## config.mk

```make
export PLATFORM = sky130hd
export DESIGN_NAME = fwh_target
export DESIGN_NICKNAME = d
export VERILOG_FILES = /design/src/rtl/fwh_pkg.sv /design/src/rtl/fwh_lock_bank.sv /design/src/rtl/fwh_frame_fsm.sv /design/src/rtl/fwh_target.sv
export SDC_FILE = /design/constraint.sdc
export NUM_CORES = 1
export LEC_CHECK = 0
export BUFFER_PORTS_ARGS = -buffer_cell sky130_fd_sc_hd__buf_4
export CAP_MARGIN = 20
export CORE_MARGIN = 10
export CORE_UTILIZATION = 25
export CTS_CLUSTER_DIAMETER = 80
export CTS_CLUSTER_SIZE = 28
export DETAILED_ROUTE_END_ITERATION = 8
export PLACE_DENSITY_LB_ADDON = 0.05
export SETUP_SLACK_MARGIN = 0.02
export SLEW_MARGIN = 20
export SYNTH_ARGS = -nofsm -noshare
export SYNTH_HDL_FRONTEND = slang
export SYNTH_SLANG_ARGS = --single-unit
export TNS_END_PERCENT = 5
```

## constraint.sdc

```tcl
create_clock -name clk -period 2.4 [get_ports clk]
set_input_delay 0.36 -clock clk [delete_from_list [all_inputs] [get_ports clk]]
set_output_delay 0.36 -clock clk [all_outputs]
set_load 0.03 [all_outputs]
```

## src/rtl/fwh_pkg.sv

```systemverilog
package fwh_pkg;

    localparam logic [3:0] NIB_START  = 4'b1110;
    localparam logic [3:0] CT_READ    = 4'b0100;
    localparam logic [3:0] CT_WRITE   = 4'b0110;
    localparam logic [3:0] SIZE_BYTE  = 4'b0000;
    localparam logic [3:0] SYNC_READY = 4'b0000;
    localparam logic [3:0] SYNC_WAIT  = 4'b0101;
    localparam logic [3:0] NIB_PARK   = 4'b1111;
    localparam int         ADDR_NIBS  = 7;

    typedef enum logic [3:0] {
        ST_IDLE, ST_TYPE, ST_DSEL, ST_ADDR, ST_SIZE,
        ST_WDAT, ST_HTAR, ST_SYNC, ST_RDAT, ST_PTAR
    } fwh_state_e;

    typedef struct packed {
        logic rd_lock;
        logic wr_lock;
        logic down;
    } blk_lock_t;

    function automatic logic [3:0] pick_nibble(input logic [7:0] b, input logic hi);
        return hi ? b[7:4] : b[3:0];
    endfunction

endpackage

```

## src/rtl/fwh_lock_bank.sv

```systemverilog
module fwh_lock_bank
    import fwh_pkg::*;
#(
    parameter int NBLK = 8
) (
    input  logic                    clk,
    input  logic                    rst,
    input  logic                    cfg_we,
    input  logic [$clog2(NBLK)-1:0] cfg_blk,
    input  logic                    cfg_rd_lock,
    input  logic                    cfg_wr_lock,
    input  logic                    cfg_down,
    input  logic [$clog2(NBLK)-1:0] look_blk,
    output blk_lock_t               look_out
);
    localparam int BLK_W = $clog2(NBLK);

    blk_lock_t lk_q [NBLK];

    always_ff @(posedge clk) begin
        if (rst) begin
            for (int i = 0; i < NBLK; i++) lk_q[i] <= '0;
        end else if (cfg_we) begin
            for (int i = 0; i < NBLK; i++) begin
                if (cfg_blk == BLK_W'(i) && !lk_q[i].down)
                    lk_q[i] <= '{rd_lock: cfg_rd_lock, wr_lock: cfg_wr_lock, down: cfg_down};
            end
        end
    end

    assign look_out = lk_q[look_blk];

    generate
        for (genvar g = 0; g < NBLK; g++) begin : g_blk_chk

            down_freeze_chk: assert property (@(posedge clk) disable iff (rst)
                lk_q[g].down |=> $stable(lk_q[g]));
        end
    endgenerate

endmodule

```

## src/rtl/fwh_frame_fsm.sv

```systemverilog
module fwh_frame_fsm
    import fwh_pkg::*;
#(
    parameter logic [3:0] DEV_ID = 4'h3,
    parameter int         MEM_AW = 16
) (
    input  logic              clk,
    input  logic              rst,
    input  logic              frame_n,
    input  logic [3:0]        bus_in,
    output logic [3:0]        bus_out,
    output logic              bus_oe,
    output logic [MEM_AW-1:0] mem_addr,
    output logic [7:0]        mem_wdata,
    output logic              mem_rd,
    output logic              mem_wr,
    input  logic [7:0]        mem_rdata,
    input  logic              mem_ready,
    input  logic              rd_blocked,
    input  logic              wr_blocked
);
    localparam int CNT_W = $clog2(ADDR_NIBS);

    fwh_state_e        st_q;
    logic [CNT_W-1:0]  cnt_q;
    logic              wr_q;
    logic [MEM_AW-1:0] addr_q;
    logic [7:0]        wdat_q;
    logic [7:0]        rdat_q;
    logic              blocked;
    logic              done;
    logic              second;

    assign blocked = wr_q ? wr_blocked : rd_blocked;
    assign done    = blocked | mem_ready;
    assign second  = (cnt_q == CNT_W'(1));

    always_ff @(posedge clk) begin
        if (rst) begin
            st_q   <= ST_IDLE;
            cnt_q  <= '0;
            wr_q   <= 1'b0;
            addr_q <= '0;
            wdat_q <= '0;
            rdat_q <= '0;
        end else if (st_q != ST_IDLE && !frame_n) begin
            st_q  <= ST_IDLE;
            cnt_q <= '0;
        end else begin
            case (st_q)
                ST_IDLE: begin
                    if (!frame_n && bus_in == NIB_START) st_q <= ST_TYPE;
                end
                ST_TYPE: begin
                    if (bus_in == CT_READ) begin
                        wr_q <= 1'b0;
                        st_q <= ST_DSEL;
                    end else if (bus_in == CT_WRITE) begin
                        wr_q <= 1'b1;
                        st_q <= ST_DSEL;
                    end else begin
                        st_q <= ST_IDLE;
                    end
                end
                ST_DSEL: begin
                    cnt_q <= '0;
                    st_q  <= (bus_in == DEV_ID) ? ST_ADDR : ST_IDLE;
                end
                ST_ADDR: begin
                    addr_q <= {addr_q[MEM_AW-5:0], bus_in};
                    if (cnt_q == CNT_W'(ADDR_NIBS - 1)) begin
                        cnt_q <= '0;
                        st_q  <= ST_SIZE;
                    end else begin
                        cnt_q <= cnt_q + CNT_W'(1);
                    end
                end
                ST_SIZE: begin
                    cnt_q <= '0;
                    if (bus_in != SIZE_BYTE) st_q <= ST_IDLE;
                    else                     st_q <= wr_q ? ST_WDAT : ST_HTAR;
                end
                ST_WDAT: begin
                    if (second) begin
                        wdat_q[7:4] <= bus_in;
                        cnt_q       <= '0;
                        st_q        <= ST_HTAR;
                    end else begin
                        wdat_q[3:0] <= bus_in;
                        cnt_q       <= CNT_W'(1);
                    end
                end
                ST_HTAR: begin
                    if (second) begin
                        cnt_q <= '0;
                        st_q  <= ST_SYNC;
                    end else begin
                        cnt_q <= CNT_W'(1);
                    end
                end
                ST_SYNC: begin
                    if (done) begin
                        if (!wr_q) rdat_q <= blocked ? 8'hFF : mem_rdata;
                        cnt_q <= '0;
                        st_q  <= wr_q ? ST_PTAR : ST_RDAT;
                    end
                end
                ST_RDAT, ST_PTAR: begin
                    if (second) begin
                        cnt_q <= '0;
                        st_q  <= (st_q == ST_RDAT) ? ST_PTAR : ST_IDLE;
                    end else begin
                        cnt_q <= CNT_W'(1);
                    end
                end
                default: st_q <= ST_IDLE;
            endcase
        end
    end

    always_comb begin
        bus_oe  = 1'b0;
        bus_out = NIB_PARK;
        case (st_q)
            ST_SYNC: begin
                bus_oe  = 1'b1;
                bus_out = done ? SYNC_READY : SYNC_WAIT;
            end
            ST_RDAT: begin
                bus_oe  = 1'b1;
                bus_out = pick_nibble(rdat_q, second);
            end
            ST_PTAR: bus_oe = 1'b1;
            default: ;
        endcase
    end

    assign mem_addr  = addr_q;
    assign mem_wdata = wdat_q;
    assign mem_rd    = (st_q == ST_SYNC) && !wr_q && !rd_blocked;
    assign mem_wr    = (st_q == ST_SYNC) &&  wr_q && !wr_blocked;


    oe_after_tar_chk: assert property (@(posedge clk) disable iff (rst)
        $rose(bus_oe) |-> $past(st_q) == ST_HTAR);


    req_hold_chk: assert property (@(posedge clk) disable iff (rst)
        ((mem_rd || mem_wr) && !mem_ready && frame_n) |=> (mem_rd || mem_wr));


    req_excl_chk: assert property (@(posedge clk) disable iff (rst)
        !(mem_rd && mem_wr));


    dsel_miss_chk: assert property (@(posedge clk) disable iff (rst)
        (st_q == ST_DSEL && frame_n && bus_in != DEV_ID) |=> st_q == ST_IDLE);


    abort_chk: assert property (@(posedge clk) disable iff (rst)
        (st_q != ST_IDLE && !frame_n) |=> st_q == ST_IDLE);

endmodule

```

## src/rtl/fwh_target.sv

```systemverilog
module fwh_target
    import fwh_pkg::*;
#(
    parameter logic [3:0] DEV_ID = 4'h3,
    parameter int         MEM_AW = 16,
    parameter int         NBLK   = 8
) (
    input  logic                    clk,
    input  logic                    rst,
    input  logic                    frame_n,
    input  logic [3:0]              bus_in,
    output logic [3:0]              bus_out,
    output logic                    bus_oe,
    output logic [MEM_AW-1:0]       mem_addr,
    output logic [7:0]              mem_wdata,
    output logic                    mem_rd,
    output logic                    mem_wr,
    input  logic [7:0]              mem_rdata,
    input  logic                    mem_ready,
    input  logic                    cfg_we,
    input  logic [$clog2(NBLK)-1:0] cfg_blk,
    input  logic                    cfg_rd_lock,
    input  logic                    cfg_wr_lock,
    input  logic                    cfg_down
);
    localparam int BLK_W = $clog2(NBLK);

    blk_lock_t cur_lk;

    fwh_lock_bank #(.NBLK(NBLK)) u_locks (
        .clk         (clk),
        .rst         (rst),
        .cfg_we      (cfg_we),
        .cfg_blk     (cfg_blk),
        .cfg_rd_lock (cfg_rd_lock),
        .cfg_wr_lock (cfg_wr_lock),
        .cfg_down    (cfg_down),
        .look_blk    (mem_addr[MEM_AW-1 -: BLK_W]),
        .look_out    (cur_lk)
    );

    fwh_frame_fsm #(.DEV_ID(DEV_ID), .MEM_AW(MEM_AW)) u_fsm (
        .clk        (clk),
        .rst        (rst),
        .frame_n    (frame_n),
        .bus_in     (bus_in),
        .bus_out    (bus_out),
        .bus_oe     (bus_oe),
        .mem_addr   (mem_addr),
        .mem_wdata  (mem_wdata),
        .mem_rd     (mem_rd),
        .mem_wr     (mem_wr),
        .mem_rdata  (mem_rdata),
        .mem_ready  (mem_ready),
        .rd_blocked (cur_lk.rd_lock),
        .wr_blocked (cur_lk.wr_lock)
    );

endmodule

```

==> results of run 1 <==
worst register-to-register path, cell delays in order, from the launching register on:
cell and delay, ns:
dfxtp_4 0.36, mux4_2 0.36, mux2i_4 0.08, mux2_4 0.30
buf_4 0.13, buf_4 0.14, a21oi_2 0.30, nand3_1 0.14
o211ai_1 0.11
logic make-up after synthesis:
group	synth area share, %
xor+xnor	0.572
buf+inv	2.69
mux	8.20
flops	51.6
simple gates	22.6
compound gates	14.3
placed cells by master, fill, tap and decap left out, types with 2 or more instances in the layout:
cell,netlist,final
or3_1,3,3
o31ai_1,2,2
nor3b_1,2,2
clkinv_2,0,2
o22ai_1,2,2
nand3_1,9,9
nor2b_1,8,8
a31oi_1,4,4
or4_1,2,2
clkbuf_16,0,9
dfxtp_1,43,42
edfxtp_1,24,24
nor2_1,37,36
buf_4,0,72
o211ai_1,3,3
mux2i_1,12,10
o221a_2,8,8
nor3_1,3,3
inv_1,5,5
clkbuf_8,0,2
o21ai_0,8,6
and3_1,3,3
nand2b_1,4,4
o2111ai_1,2,2
mux4_2,0,4
xnor2_1,2,2
nand2_1,66,66
a2bb2oi_1,2,2
a21oi_1,22,22
o21ai_2,0,2
routing by layer:
metal	track usage, %	wire length [um]
met5	0	0
met4	5.30	190
met3	2.70	443
met2	16.6	4120
met1	12.7	3860
registers in the layout, indices dropped and copies added, names as in the netlist, named ones only:
signal,count
u_fsm.mem_addr,16
u_fsm.mem_wdata,8
u_locks.lk_q,24
u_fsm.st_q,4
u_fsm.cnt_q,3
u_fsm.rdat_q,8
u_fsm.wr_q,1
power breakdown:
group	leakage, nW	switching, W	internal (W)
logic	0.798	0.000106	0.0000792
registers	0.596	0.00000794	0.00120
clock network	0.137	0.000486	0.000747
through the flow:
| stage | std cells | power, W | hold slack [ns] | setup WS, ns |
|---|---|---|---|---|
| after floorplan | 318 | 0.00132 | 0.487 | 0.140 |
| after global placement | 521 | 0.00142 | 0.449 | 0.204 |
| after detailed placement | 521 | 0.00141 | 0.451 | 0.166 |
| after CTS | 537 | 0.00266 | 0.280 | 0.0462 |
| after global routing | 538 | 0.00273 | 0.285 | 0.00518 |
| final | 538 | 0.00263 | 0.290 | 0.0894 |
layout make-up:
| cell class | instances | area (um^2) |
|---|---|---|
| Clock buffer | 11 | 253 |
| Clock inverter | 4 | 26.3 |
| Fill cell | 1270 | 7990 |
| Inverter | 6 | 22.5 |
| Multi-Input combinational cell | 231 | 1410 |
| Sequential cell | 67 | 1590 |
| Tap cell | 147 | 184 |
| Timing Repair Buffer | 72 | 541 |
worst max path at each step:
stage	startpoint	endpoint	slack, ns	cells after the start
3_3_place_gp	flip-flop	bus_out[2]	0.20	6
6_report	flip-flop	bus_out[2]	0.09	6
4_1_cts	flip-flop	bus_out[2]	0.05	6
2_1_floorplan	flip-flop	mem_rd	0.14	3
3_5_place_dp	flip-flop	bus_out[2]	0.17	6
5_1_grt	flip-flop	bus_out[0]	0.005	6
Yosys cell counts, types with 2 or more instances:
cell type,number,share of area (%)
nor2b_1,8,1.6
nor2_1,37,4.5
a2bb2oi_1,2,0.57
nor3b_1,2,0.49
o31ai_1,2,0.49
nand3_1,9,1.5
xnor2_1,2,0.57
a31oi_1,4,0.82
nand2_1,66,8.1
o221a_2,8,2.9
edfxtp_1,24,24
o2111ai_1,2,0.57
mux2i_1,12,3.9
or4_1,2,0.49
and3_1,3,0.61
buf_2,6,0.98
a21oi_1,22,3.6
mux4_1,4,3.4
o22ai_1,2,0.41
o21ai_0,8,1.3
nor3_1,3,0.49
or3_1,3,0.61
dfxtp_1,43,28
nand2b_1,4,0.82
o211ai_1,3,0.73
inv_1,5,0.61
clkbuf_1,8,0.98
repair_timing:
action	CTS	global route
gates resized for setup	9	5
gates cloned	0	0
buffers inserted	1	1
endpoints found under the setup margin	3	2
==> flow_summary.html, run 1 <==
<table>
<tr><th>Metric</th><th>Value</th></tr>
<tr><th colspan="2">Min path</th></tr>
<tr><td>Beginning of the worst hold path</td><td>mem_rdata[7]</td></tr>
<tr><td>Number of cells traversed by the worst hold path</td><td>2</td></tr>
<tr><td>Type of the tightest min-delay check</td><td>in2reg</td></tr>
<tr><td>Hold path endpoint</td><td>u_fsm.rdat_q[7]</td></tr>
<tr><th colspan="2">Routing</th></tr>
<tr><td>Remaining antenna violation count</td><td>0</td></tr>
<tr><td>DRC errors left</td><td>0</td></tr>
<tr><td>Number of DRC markers in iteration 0</td><td>between 150 and 200</td></tr>
<tr><td>Routed via count</td><td>~2,600</td></tr>
<tr><td>Number of optimization iterations in the first detailed-route pass</td><td>4</td></tr>
<tr><td>Post-DR wirelength/cell</td><td>roughly 16 um</td></tr>
<tr><td>Final WL</td><td>8610 um</td></tr>
<tr><td>Routed vias/inst</td><td>~4.8</td></tr>
<tr><th colspan="2">GRT</th></tr>
<tr><td>Number of antenna violations at the first check in global routing</td><td>0</td></tr>
<tr><td>GRT Residual Overflow</td><td>0</td></tr>
<tr><td>Largest net degree at the start of global routing</td><td>29</td></tr>
<tr><td>First-pass GRT wire length</td><td>roughly 14,000 um</td></tr>
<tr><td>All-Layer GR Usage</td><td>between 10% and 20%</td></tr>
<tr><td>Number of global-route vias before repair</td><td>between 2,000 and 3,000</td></tr>
<tr><th colspan="2">Setup path</th></tr>
<tr><td>Crit path largest cell delay</td><td>~0.5 ns</td></tr>
<tr><td>Worst-case reg-to-reg path depth</td><td>8</td></tr>
<tr><td>Critical-path cell with the highest stage delay</td><td>mux4_2</td></tr>
<tr><td>Register-to-Register Setup Slack</td><td>~0.39 ns</td></tr>
<tr><td>Class of the most critical setup path</td><td>reg2out</td></tr>
<tr><td>Worst EP arrival</td><td>slightly below 2 ns</td></tr>
<tr><td>Capture point of the worst reg-to-reg path</td><td>u_fsm.cnt_q[1]</td></tr>
<tr><td>Critical Path RT</td><td>~2.0 ns</td></tr>
<tr><td>Count of buffering cells on the critical path with inverters included</td><td>1</td></tr>
<tr><td>Largest delay contributor family on the critical path</td><td>multiplexers</td></tr>
<tr><td>Critical path launch point type</td><td>flip-flop</td></tr>
<tr><td>Worst Setup End Kind</td><td>output port</td></tr>
<tr><td>Worst-path fanout max</td><td>5</td></tr>
<tr><td>Cell Chain, Critical Path</td><td>mux4_2, mux2i_2, mux2_4, nand2_4, o21ai_2, buf_4</td></tr>
<tr><th colspan="2">Synthesis</th></tr>
<tr><td>Number of synthesized register bits</td><td>67</td></tr>
<tr><td>Synth Instances</td><td>roughly 320</td></tr>
<tr><td>Most instantiated flip-flop cell in the synthesis netlist</td><td>dfxtp_1</td></tr>
<tr><td>Async S/R FF share, synth</td><td>0%</td></tr>
<tr><td>Count of unique library cells instantiated by Yosys</td><td>between 50 and 60</td></tr>
<tr><td>Yosys warning total</td><td>0</td></tr>
<tr><td>Share of the yosys chip area belonging to registers</td><td>roughly 52%</td></tr>
<tr><td>Synth Area per Inst</td><td>~9.6 um^2</td></tr>
<tr><td>Number of flops mapped to enable cells by yosys</td><td>24</td></tr>
<tr><td>Post-Synthesis Net Count</td><td>approximately 340</td></tr>
<tr><td>Cell area after synthesis</td><td>around 0.003 mm^2</td></tr>
<tr><th colspan="2">Cells and area</th></tr>
<tr><td>Synthesis-to-layout area growth</td><td>31.3%</td></tr>
<tr><td>Net total in the final layout</td><td>410</td></tr>
<tr><td>Layout Utilization</td><td>33.5%</td></tr>
<tr><td># diodes</td><td>0</td></tr>
<tr><td>Fraction of layout cells with a size suffix above 1</td><td>between 20% and 30%</td></tr>
<tr><td>Non-Filler Cell Area, Final</td><td>between 0.004 and 0.005 mm^2</td></tr>
<tr><th colspan="2">Timing</th></tr>
<tr><td>Clock period minus worst slack</td><td>about 2.3 ns</td></tr>
<tr><td>Fraction of the cycle the final worst path needs</td><td>between 90% and 100%</td></tr>
<tr><td>Setup total negative slack</td><td>0 ns</td></tr>
<tr><td>Fmax</td><td>433 MHz</td></tr>
<tr><td>Worst clock skew on the final layout</td><td>between 0.004 and 0.005 ns</td></tr>
<tr><td>Number of failing hold endpoints at the final stage</td><td>0</td></tr>
<tr><td>Number of slew-limit violations in the final report</td><td>0</td></tr>
<tr><td>Number of failing setup endpoints in the final timing report</td><td>0</td></tr>
<tr><td>Max-slew headroom</td><td>approximately three fifths</td></tr>
<tr><td>Slew of the pin with the lowest slew margin</td><td>a little over 0.6 ns</td></tr>
<tr><td>Setup repair after global routing missed its margin</td><td>yes</td></tr>
<tr><th colspan="2">Place</th></tr>
<tr><td>Placer congestion estimate</td><td>slightly above 0.7</td></tr>
<tr><td>Port Buffer Count</td><td>between 50 and 60</td></tr>
<tr><td>Placed standard-cell area</td><td>about 0.0037 mm^2</td></tr>
<tr><td>Detailed Place HPWL</td><td>approximately 6200 um</td></tr>
<tr><th colspan="2">Clocking</th></tr>
<tr><td>Max H-tree Level</td><td>3</td></tr>
<tr><td>Insertion delay of the later-clocked pin in the worst-skew pair</td><td>0.33 ns</td></tr>
<tr><td>Clock tree from TritonCTS</td><td>built</td></tr>
<tr><td>Clk root buf</td><td>clkbuf_16</td></tr>
<tr><td>Clk sinks</td><td>67</td></tr>
<tr><td>Number of hold-repair buffers added at the cts stage</td><td>0</td></tr>
<tr><td>Number of buffers added by the clock tree synthesis step</td><td>9</td></tr>
<tr><td>Maximum number of buffers from clock root to sink</td><td>2</td></tr>
<tr><td>Clock transition at the register clock pins on the worst setup and hold paths after CTS</td><td>around 0.05 ns</td></tr>
<tr><th colspan="2">Floorplanning</th></tr>
<tr><td>Core area</td><td>~0.012 mm^2</td></tr>
<tr><td>I/O pin cnt</td><td>54</td></tr>
<tr><td>Effective utilization at floorplan</td><td>between 20 and 30%</td></tr>
<tr><td>DIE HEIGHT</td><td>~130 um</td></tr>
<tr><td>Row Count</td><td>40</td></tr>
<tr><td>Area enclosed by the die boundary</td><td>0.0171 mm^2</td></tr>
<tr><td>Die extent in x</td><td>approximately 130 um</td></tr>
<tr><th colspan="2">Power and ir drop</th></tr>
<tr><td>Total power divided by cell area</td><td>roughly 650 mW/mm^2</td></tr>
<tr><td>Pleak</td><td>about 1.5 nW</td></tr>
<tr><td>Peak ir drop on the vdd network</td><td>around 0.27 mV</td></tr>
<tr><th colspan="2">Run status</th></tr>
<tr><td>Result of the run</td><td>finished, final reports clean</td></tr>
<tr><th colspan="2">Job</th></tr>
<tr><td>Maximum capacitance violations</td><td>0</td></tr>
</table>
(Power assumes the default switching activity.)
==> run 2, diff against run 1 <==
Settings changed: CTS_BUF_LIST set to sky130_fd_sc_hd__clkbuf_16.
==> run 2 against run 1 <==
Die area is the same. Utilization down 0.17 points. Combinational power is essentially flat. Largest power group is now sequential cells. Critical path depth stayed put. Critical endpoint unchanged. Total power is 2.4% lower. Clock skew about the same. Final cell count stayed put. Non-clock buffer count unchanged. Highest routed layer unchanged. Sequential share of layout area up 0.20 points. Fmax is essentially flat. Via count fell by 0.70%. Clock power fell by 5%.
==> flow_summary.html, run 2 (synthesized netlist as in run 1, its figures left out) <==
<table>
<tr><th>Metric</th><th>Value</th></tr>
<tr><th colspan="2">GRT</th></tr>
<tr><td>Met3 track demand over resource in global routing</td><td>between 2 and 3%</td></tr>
<tr><td>Routing usage on met1</td><td>about an eighth</td></tr>
<tr><td>GRT Residual Overflow</td><td>0</td></tr>
<tr><td>Gr busiest metal</td><td>met2</td></tr>
<tr><td>All-Layer GR Usage</td><td>a little over a tenth</td></tr>
<tr><td>First-pass GRT wire length</td><td>~14,000 um</td></tr>
<tr><td>Number of global-route vias before repair</td><td>2,576</td></tr>
<tr><td>Largest net degree at the start of global routing</td><td>29</td></tr>
<tr><td>M2 GR Usage</td><td>16.6%</td></tr>
<tr><td>Number of antenna violations at the first check in global routing</td><td>0</td></tr>
<tr><th colspan="2">Routing</th></tr>
<tr><td>Routed via count</td><td>~2,600</td></tr>
<tr><td>Remaining antenna violation count</td><td>0</td></tr>
<tr><td>Final WL</td><td>between 8000 and 9000 um</td></tr>
<tr><td>Post-DR wirelength/cell</td><td>16.0 um</td></tr>
<tr><td>Number of DRC markers in iteration 0</td><td>160</td></tr>
<tr><td>DRC errors left</td><td>0</td></tr>
<tr><td>Number of optimization iterations in the first detailed-route pass</td><td>4</td></tr>
<tr><td>Routed vias/inst</td><td>between 4 and 5</td></tr>
<tr><th colspan="2">Floorplanning</th></tr>
<tr><td>Effective utilization at floorplan</td><td>approximately 26%</td></tr>
<tr><td>Core area</td><td>~0.012 mm^2</td></tr>
<tr><td>I/O pin cnt</td><td>54</td></tr>
<tr><td>Die extent in x</td><td>about 130 um</td></tr>
<tr><td>DIE HEIGHT</td><td>131 um</td></tr>
<tr><td>Area enclosed by the die boundary</td><td>roughly 0.017 mm^2</td></tr>
<tr><td>Row Count</td><td>40</td></tr>
<tr><th colspan="2">Cells and area</th></tr>
<tr><td>Top reg by flops</td><td>u_locks.lk_q</td></tr>
<tr><td>Non-filler instance count after layout</td><td>between 500 and 600</td></tr>
<tr><td>Most frequent standard cell in the layout excluding fill and tap cells</td><td>buf_4</td></tr>
<tr><td>Max FFs per register</td><td>24</td></tr>
<tr><td>Net total in the final layout</td><td>between 400 and 500</td></tr>
<tr><td>Fraction of layout cells with a size suffix above 1</td><td>29.9%</td></tr>
<tr><td># diodes</td><td>0</td></tr>
<tr><td>Commonest cells after routing, fill and taps aside</td><td>72 x buf_4, 66 x nand2_1, 42 x dfxtp_1, 36 x nor2_1, 24 x edfxtp_1</td></tr>
<tr><td>Synthesis-to-layout area growth</td><td>30.6%</td></tr>
<tr><th colspan="2">Setup path</th></tr>
<tr><td>Critical Path RT</td><td>2.04 ns</td></tr>
<tr><td>Worst EP arrival</td><td>1.95 ns</td></tr>
<tr><td>Critical path launch point type</td><td>flip-flop</td></tr>
<tr><td>Worst Setup End Kind</td><td>output port</td></tr>
<tr><td>Class of the most critical setup path</td><td>reg2out</td></tr>
<tr><td>Worst-path fanout max</td><td>5</td></tr>
<tr><th colspan="2">Timing</th></tr>
<tr><td>Fmax</td><td>between 400 and 500 MHz</td></tr>
<tr><td>Number of failing setup endpoints in the final timing report</td><td>0</td></tr>
<tr><td>Clock period minus worst slack</td><td>around 2.3 ns</td></tr>
<tr><td>Number of failing hold endpoints at the final stage</td><td>0</td></tr>
<tr><td>Fraction of the cycle the final worst path needs</td><td>96.2%</td></tr>
<tr><td>Number of slew-limit violations in the final report</td><td>0</td></tr>
<tr><td>Setup total negative slack</td><td>0 ns</td></tr>
<tr><td>Max-slew headroom</td><td>approximately 59%</td></tr>
<tr><td>Worst clock skew on the final layout</td><td>around 0.005 ns</td></tr>
<tr><td>Setup repair after global routing missed its margin</td><td>yes</td></tr>
<tr><td>Slew of the pin with the lowest slew margin</td><td>approximately 0.61 ns</td></tr>
<tr><td>Final Hold Slack</td><td>a little under 0.3 ns</td></tr>
<tr><th colspan="2">Place</th></tr>
<tr><td>Placed instance count</td><td>about 520</td></tr>
<tr><td>Port Buffer Count</td><td>53</td></tr>
<tr><td>Placer congestion estimate</td><td>0.727</td></tr>
<tr><td>Detailed Place HPWL</td><td>approximately 6200 um</td></tr>
<tr><th colspan="2">Clocking</th></tr>
<tr><td>Maximum number of buffers from clock root to sink</td><td>2</td></tr>
<tr><td>Clock transition at the register clock pins on the worst setup and hold paths after CTS</td><td>approximately 0.050 ns</td></tr>
<tr><td>Number of hold-repair buffers added at the cts stage</td><td>0</td></tr>
<tr><td>Clock tree from TritonCTS</td><td>built</td></tr>
<tr><td>Clk sinks</td><td>between 60 and 70</td></tr>
<tr><td>Max H-tree Level</td><td>3</td></tr>
<tr><td>Number of buffers added by the clock tree synthesis step</td><td>9</td></tr>
<tr><td>Clk root buf</td><td>clkbuf_16</td></tr>
<tr><td>Insertion delay of the later-clocked pin in the worst-skew pair</td><td>between 0.3 and 0.4 ns</td></tr>
<tr><th colspan="2">Job</th></tr>
<tr><td>Maximum capacitance violations</td><td>0</td></tr>
<tr><th colspan="2">Min path</th></tr>
<tr><td>Type of the tightest min-delay check</td><td>in2reg</td></tr>
<tr><th colspan="2">Power and ir drop</th></tr>
<tr><td>Total power divided by cell area</td><td>between 600 and 700 mW/mm^2</td></tr>
<tr><td>Peak ir drop on the vdd network</td><td>about 0.23 mV</td></tr>
<tr><td>Pleak</td><td>approximately 1.5 nW</td></tr>
<tr><td>Overall Power</td><td>roughly 0.0026 W</td></tr>
<tr><th colspan="2">Run status</th></tr>
<tr><td>Result of the run</td><td>finished, final reports clean</td></tr>
</table>
run 2: cell count changes in the layout (fill, tap and decap cells not counted), sizes merged:
cell	before	now
clkbuf	11	9
inv	5	7
run 2: power by group:
group	switching (W)	leakage, nW	internal, W
logic	0.000106	0.798	0.0000792
registers	0.00000789	0.596	0.00120
clock network	0.000488	0.131	0.000684
total	0.000601	1.53	0.00196
run 2: worst paths after layout:
check | cells past startpoint | slack [ns] | endpoint | startpoint
hold / removal | 2 | 0.29 | u_fsm.rdat_q[7] | mem_rdata[7]
setup / recovery | 6 | 0.09 | bus_out[2] | flip-flop
hold reg to reg | 2 | 0.46 | u_fsm.mem_addr[12] | u_fsm.mem_addr[12]
setup reg to reg | 8 | 0.39 | u_fsm.cnt_q[1] | flip-flop
run 2: what timing repair did:
action                     in CTS  in global routing
setup buffers                   1                  1
cloned                          0                  0
resized for setup               9                  5
pin swaps                       0                  0
setup endpoints to repair       3                  2
run 2: area by class of cell:
class | count | area, um^2
Fill cell | 1272 | 8010
Sequential cell | 67 | 1590
Multi-Input combinational cell | 231 | 1410
Timing Repair Buffer | 72 | 541
Clock buffer | 9 | 225
Tap cell | 147 | 184
Clock inverter | 6 | 33.8
Inverter | 6 | 22.5
run 2: metal layers:
layer / share of wire [%] / routed length [um] / up-vias
li1: - / - / 1279
met1: 44 / 3810 / 1205
met2: 48 / 4110 / 59
met3: 5.7 / 487 / 17
met4: 2.2 / 190 / 0
met5: 0 / 0 / -
run 2: critical path, stage by stage, from the launching register on:
cell     delay [ns]
dfxtp_4        0.38
mux4_2         0.51
mux2i_2        0.19
mux2_4         0.20
nand2_4        0.07
o21ai_2        0.08
buf_4          0.17
run 2: stage by stage:
| stage | util, % | area, um^2 | setup WS, ns |
|---|---|---|---|
| 5_1_grt | 33.3 | 4000 | 0.00466 |
| 3_3_place_gp | 30.9 | 3710 | 0.204 |
| 2_1_floorplan | - | 3070 | 0.140 |
| 4_1_cts | 33.2 | 3990 | 0.0462 |
| 6_report | 33.3 | 4000 | 0.0908 |
| 3_5_place_dp | 30.9 | 3710 | 0.166 |
==> run 3, diff against run 2 <==
Settings changed: CORE_ASPECT_RATIO set to 1.4.
==> run 3 against run 2 <==
Sequential share of layout area is 0.15 points higher. First-iteration DRC count shrank 38%. Non-clock buffer count decreased by 4.
==> flow_summary.html, run 3 (synthesized netlist as in run 1, its figures left out) <==
<table>
<tr><th>Metric</th><th>Value</th></tr>
<tr><th colspan="2">Timing</th></tr>
<tr><td>Setup total negative slack</td><td>0 ns</td></tr>
<tr><td>Setup repair after global routing missed its margin</td><td>yes</td></tr>
<tr><td>Number of failing setup endpoints in the final timing report</td><td>0</td></tr>
<tr><td>Max-slew headroom</td><td>56.5%</td></tr>
<tr><td>Number of slew-limit violations in the final report</td><td>0</td></tr>
<tr><td>Slew of the pin with the lowest slew margin</td><td>0.646 ns</td></tr>
<tr><td>Clock period minus worst slack</td><td>2.31 ns</td></tr>
<tr><td>Number of failing hold endpoints at the final stage</td><td>0</td></tr>
<tr><td>Worst clock skew on the final layout</td><td>between 0.005 and 0.006 ns</td></tr>
<tr><td>Fraction of the cycle the final worst path needs</td><td>a little over nine tenths</td></tr>
<tr><td>Fmax</td><td>between 400 and 500 MHz</td></tr>
<tr><th colspan="2">Cells and area</th></tr>
<tr><td>Fraction of layout cells with a size suffix above 1</td><td>approximately 28%</td></tr>
<tr><td>Synthesis-to-layout area growth</td><td>30.1%</td></tr>
<tr><td>Max FFs per register</td><td>24</td></tr>
<tr><td>Most frequent standard cell in the layout excluding fill and tap cells</td><td>buf_4</td></tr>
<tr><td>Sequential cell area in the final layout</td><td>0.00159 mm^2</td></tr>
<tr><td>Net total in the final layout</td><td>slightly above 400</td></tr>
<tr><td>Layout Utilization</td><td>~33%</td></tr>
<tr><td>Commonest cells after routing, fill and taps aside</td><td>67 x buf_4, 66 x nand2_1, 42 x dfxtp_1, 36 x nor2_1, 24 x edfxtp_1</td></tr>
<tr><td># diodes</td><td>0</td></tr>
<tr><td>Final-layout fill cell count</td><td>approximately 1,300</td></tr>
<tr><td>Top reg by flops</td><td>u_locks.lk_q</td></tr>
<tr><td>Area of combinational cells with multiple inputs</td><td>approximately 0.0014 mm^2</td></tr>
<tr><th colspan="2">Place</th></tr>
<tr><td>Port Buffer Count</td><td>53</td></tr>
<tr><td>Placer congestion estimate</td><td>0.800</td></tr>
<tr><td>Detailed Place HPWL</td><td>about 6500 um</td></tr>
<tr><th colspan="2">Power and ir drop</th></tr>
<tr><td>Overall Power</td><td>about 0.0026 W</td></tr>
<tr><td>Peak ir drop on the vdd network</td><td>0.320 mV</td></tr>
<tr><td>Net load switching power</td><td>slightly below 0.0006 W</td></tr>
<tr><td>Fraction of power spent switching nets</td><td>21.9%</td></tr>
<tr><td>Total power divided by cell area</td><td>around 660 mW/mm^2</td></tr>
<tr><td>Sequential share of power</td><td>45.8%</td></tr>
<tr><td>Pleak</td><td>between 1.5 and 2 nW</td></tr>
<tr><td>Clk network pwr share</td><td>between 40% and 50%</td></tr>
<tr><td>Internal power of the cells</td><td>~0.0021 W</td></tr>
<tr><td>Share of power burned in combinational logic</td><td>under 10%</td></tr>
<tr><th colspan="2">GRT</th></tr>
<tr><td>All-Layer GR Usage</td><td>a little over a tenth</td></tr>
<tr><td>Number of global-route vias before repair</td><td>between 2,000 and 3,000</td></tr>
<tr><td>GRT Residual Overflow</td><td>0</td></tr>
<tr><td>Number of antenna violations at the first check in global routing</td><td>0</td></tr>
<tr><td>First-pass GRT wire length</td><td>roughly 14,000 um</td></tr>
<tr><td>Largest net degree at the start of global routing</td><td>30</td></tr>
<tr><th colspan="2">Routing</th></tr>
<tr><td>Post-DR wirelength/cell</td><td>roughly 17 um</td></tr>
<tr><td>Top layer used by detailed routing</td><td>met4</td></tr>
<tr><td>DRC errors left</td><td>0</td></tr>
<tr><td>Remaining antenna violation count</td><td>0</td></tr>
<tr><td>Length of routed met2 wiring</td><td>~4800 um</td></tr>
<tr><td>Routed via count</td><td>between 2,000 and 2,500</td></tr>
<tr><td>Met3 wire length</td><td>243 um</td></tr>
<tr><td>Number of optimization iterations in the first detailed-route pass</td><td>4</td></tr>
<tr><td>Routed vias/inst</td><td>4.64</td></tr>
<tr><td>Final WL</td><td>8890 um</td></tr>
<tr><td>Metal-1 WL</td><td>3640 um</td></tr>
<tr><td>Number of DRC markers in iteration 0</td><td>about 100</td></tr>
<tr><th colspan="2">Clocking</th></tr>
<tr><td>Clk root buf</td><td>clkbuf_16</td></tr>
<tr><td>Insertion delay of the later-clocked pin in the worst-skew pair</td><td>between 0.3 and 0.4 ns</td></tr>
<tr><td>Max H-tree Level</td><td>3</td></tr>
<tr><td>Clk sinks</td><td>67</td></tr>
<tr><td>Number of buffers added by the clock tree synthesis step</td><td>9</td></tr>
<tr><td>Clock tree from TritonCTS</td><td>built</td></tr>
<tr><td>Maximum number of buffers from clock root to sink</td><td>2</td></tr>
<tr><td>Clock transition at the register clock pins on the worst setup and hold paths after CTS</td><td>about 0.06 ns</td></tr>
<tr><td>Number of hold-repair buffers added at the cts stage</td><td>0</td></tr>
<tr><th colspan="2">Setup path</th></tr>
<tr><td>Largest delay contributor family on the critical path</td><td>multiplexers</td></tr>
<tr><td>Worst EP arrival</td><td>just under 2 ns</td></tr>
<tr><td>Critical path launch point type</td><td>flip-flop</td></tr>
<tr><td>Class of the most critical setup path</td><td>reg2out</td></tr>
<tr><td>Worst-path fanout max</td><td>4</td></tr>
<tr><td>Cell Chain, Critical Path</td><td>mux4_2, mux2i_2, nor3b_1, buf_4</td></tr>
<tr><td>Crit path largest cell delay</td><td>about 0.5 ns</td></tr>
<tr><td>Worst Setup End Kind</td><td>output port</td></tr>
<tr><td>Critical-path cell with the highest stage delay</td><td>mux4_2</td></tr>
<tr><td>Critical Path RT</td><td>a little over 2 ns</td></tr>
<tr><td>Count of buffering cells on the critical path with inverters included</td><td>1</td></tr>
<tr><th colspan="2">Floorplanning</th></tr>
<tr><td>I/O pin cnt</td><td>54</td></tr>
<tr><td>DIE HEIGHT</td><td>about 150 um</td></tr>
<tr><td>Core area</td><td>around 0.012 mm^2</td></tr>
<tr><td>Die extent in x</td><td>approximately 110 um</td></tr>
<tr><td>Row Count</td><td>47</td></tr>
<tr><td>Effective utilization at floorplan</td><td>~26%</td></tr>
<tr><td>Area enclosed by the die boundary</td><td>roughly 0.017 mm^2</td></tr>
<tr><th colspan="2">Run status</th></tr>
<tr><td>Result of the run</td><td>finished, final reports clean</td></tr>
<tr><th colspan="2">Min path</th></tr>
<tr><td>Beginning of the worst hold path</td><td>mem_rdata[1]</td></tr>
<tr><td>Type of the tightest min-delay check</td><td>in2reg</td></tr>
<tr><th colspan="2">Job</th></tr>
<tr><td>Maximum capacitance violations</td><td>0</td></tr>
</table>
run 3: changes by cell type in the layout (fill, tap and decap cells not counted), sizes merged:
cell | before | now
buf | 72 | 68
bufinv | 0 | 1
clkinv | 4 | 3
clkinvlp | 1 | 0
inv | 7 | 9
run 3: per-stage QoR:
stage          area [um^2]  worst slack (ns)  hold slack [ns]  cells
6_report              3990            0.0946            0.296    535
5_1_grt               3990            0.0113            0.285    535
4_1_cts               3970            0.0266            0.282    534
3_5_place_dp          3680             0.211            0.457    516
3_3_place_gp          3680             0.250            0.446    516
2_1_floorplan         3070             0.140            0.487    318
run 3: metal layers:
| layer | global-route usage (%) | up-vias |
|---|---|---|
| li1 | - | 1267 |
| met3 | 2.85 | 14 |
| met5 | 0 | - |
| met1 | 11.4 | 1166 |
| met4 | 5.66 | 0 |
| met2 | 19.0 | 34 |
run 3: repair_timing:
action,in CTS,in global routing
setup endpoints to repair,3,2
pin swaps,0,0
setup buffers,2,1
resized for setup,5,9
run 3: power by group through the flow:
| stage | logic, W | clock network [W] | registers, W |
|---|---|---|---|
| floorplan | 0.0000937 | 0 | 0.00123 |
| global placement | 0.000181 | 0 | 0.00123 |
| detailed placement | 0.000178 | 0 | 0.00123 |
| CTS | 0.000182 | 0.00130 | 0.00121 |
| global route | 0.000200 | 0.00137 | 0.00121 |
| finish | 0.000181 | 0.00125 | 0.00121 |
run 3: final cells by class:
class / count / share of cell area (%)
Sequential cell: 67 / 39.7
Multi-Input combinational cell: 231 / 35.2
Timing Repair Buffer: 68 / 12.9
Clock buffer: 9 / 5.65
Tap cell: 147 / 4.61
Clock inverter: 7 / 1.35
Inverter: 6 / 0.565
run 3: final timing paths:
path	end	cells after the start	slack, ns
worst min-delay path	u_fsm.rdat_q[1]	2	0.30
worst min register to register	u_fsm.mem_addr[12]	2	0.46
worst max register to register	u_fsm.rdat_q[2]	5	0.45
worst max-delay path	mem_rd	4	0.09
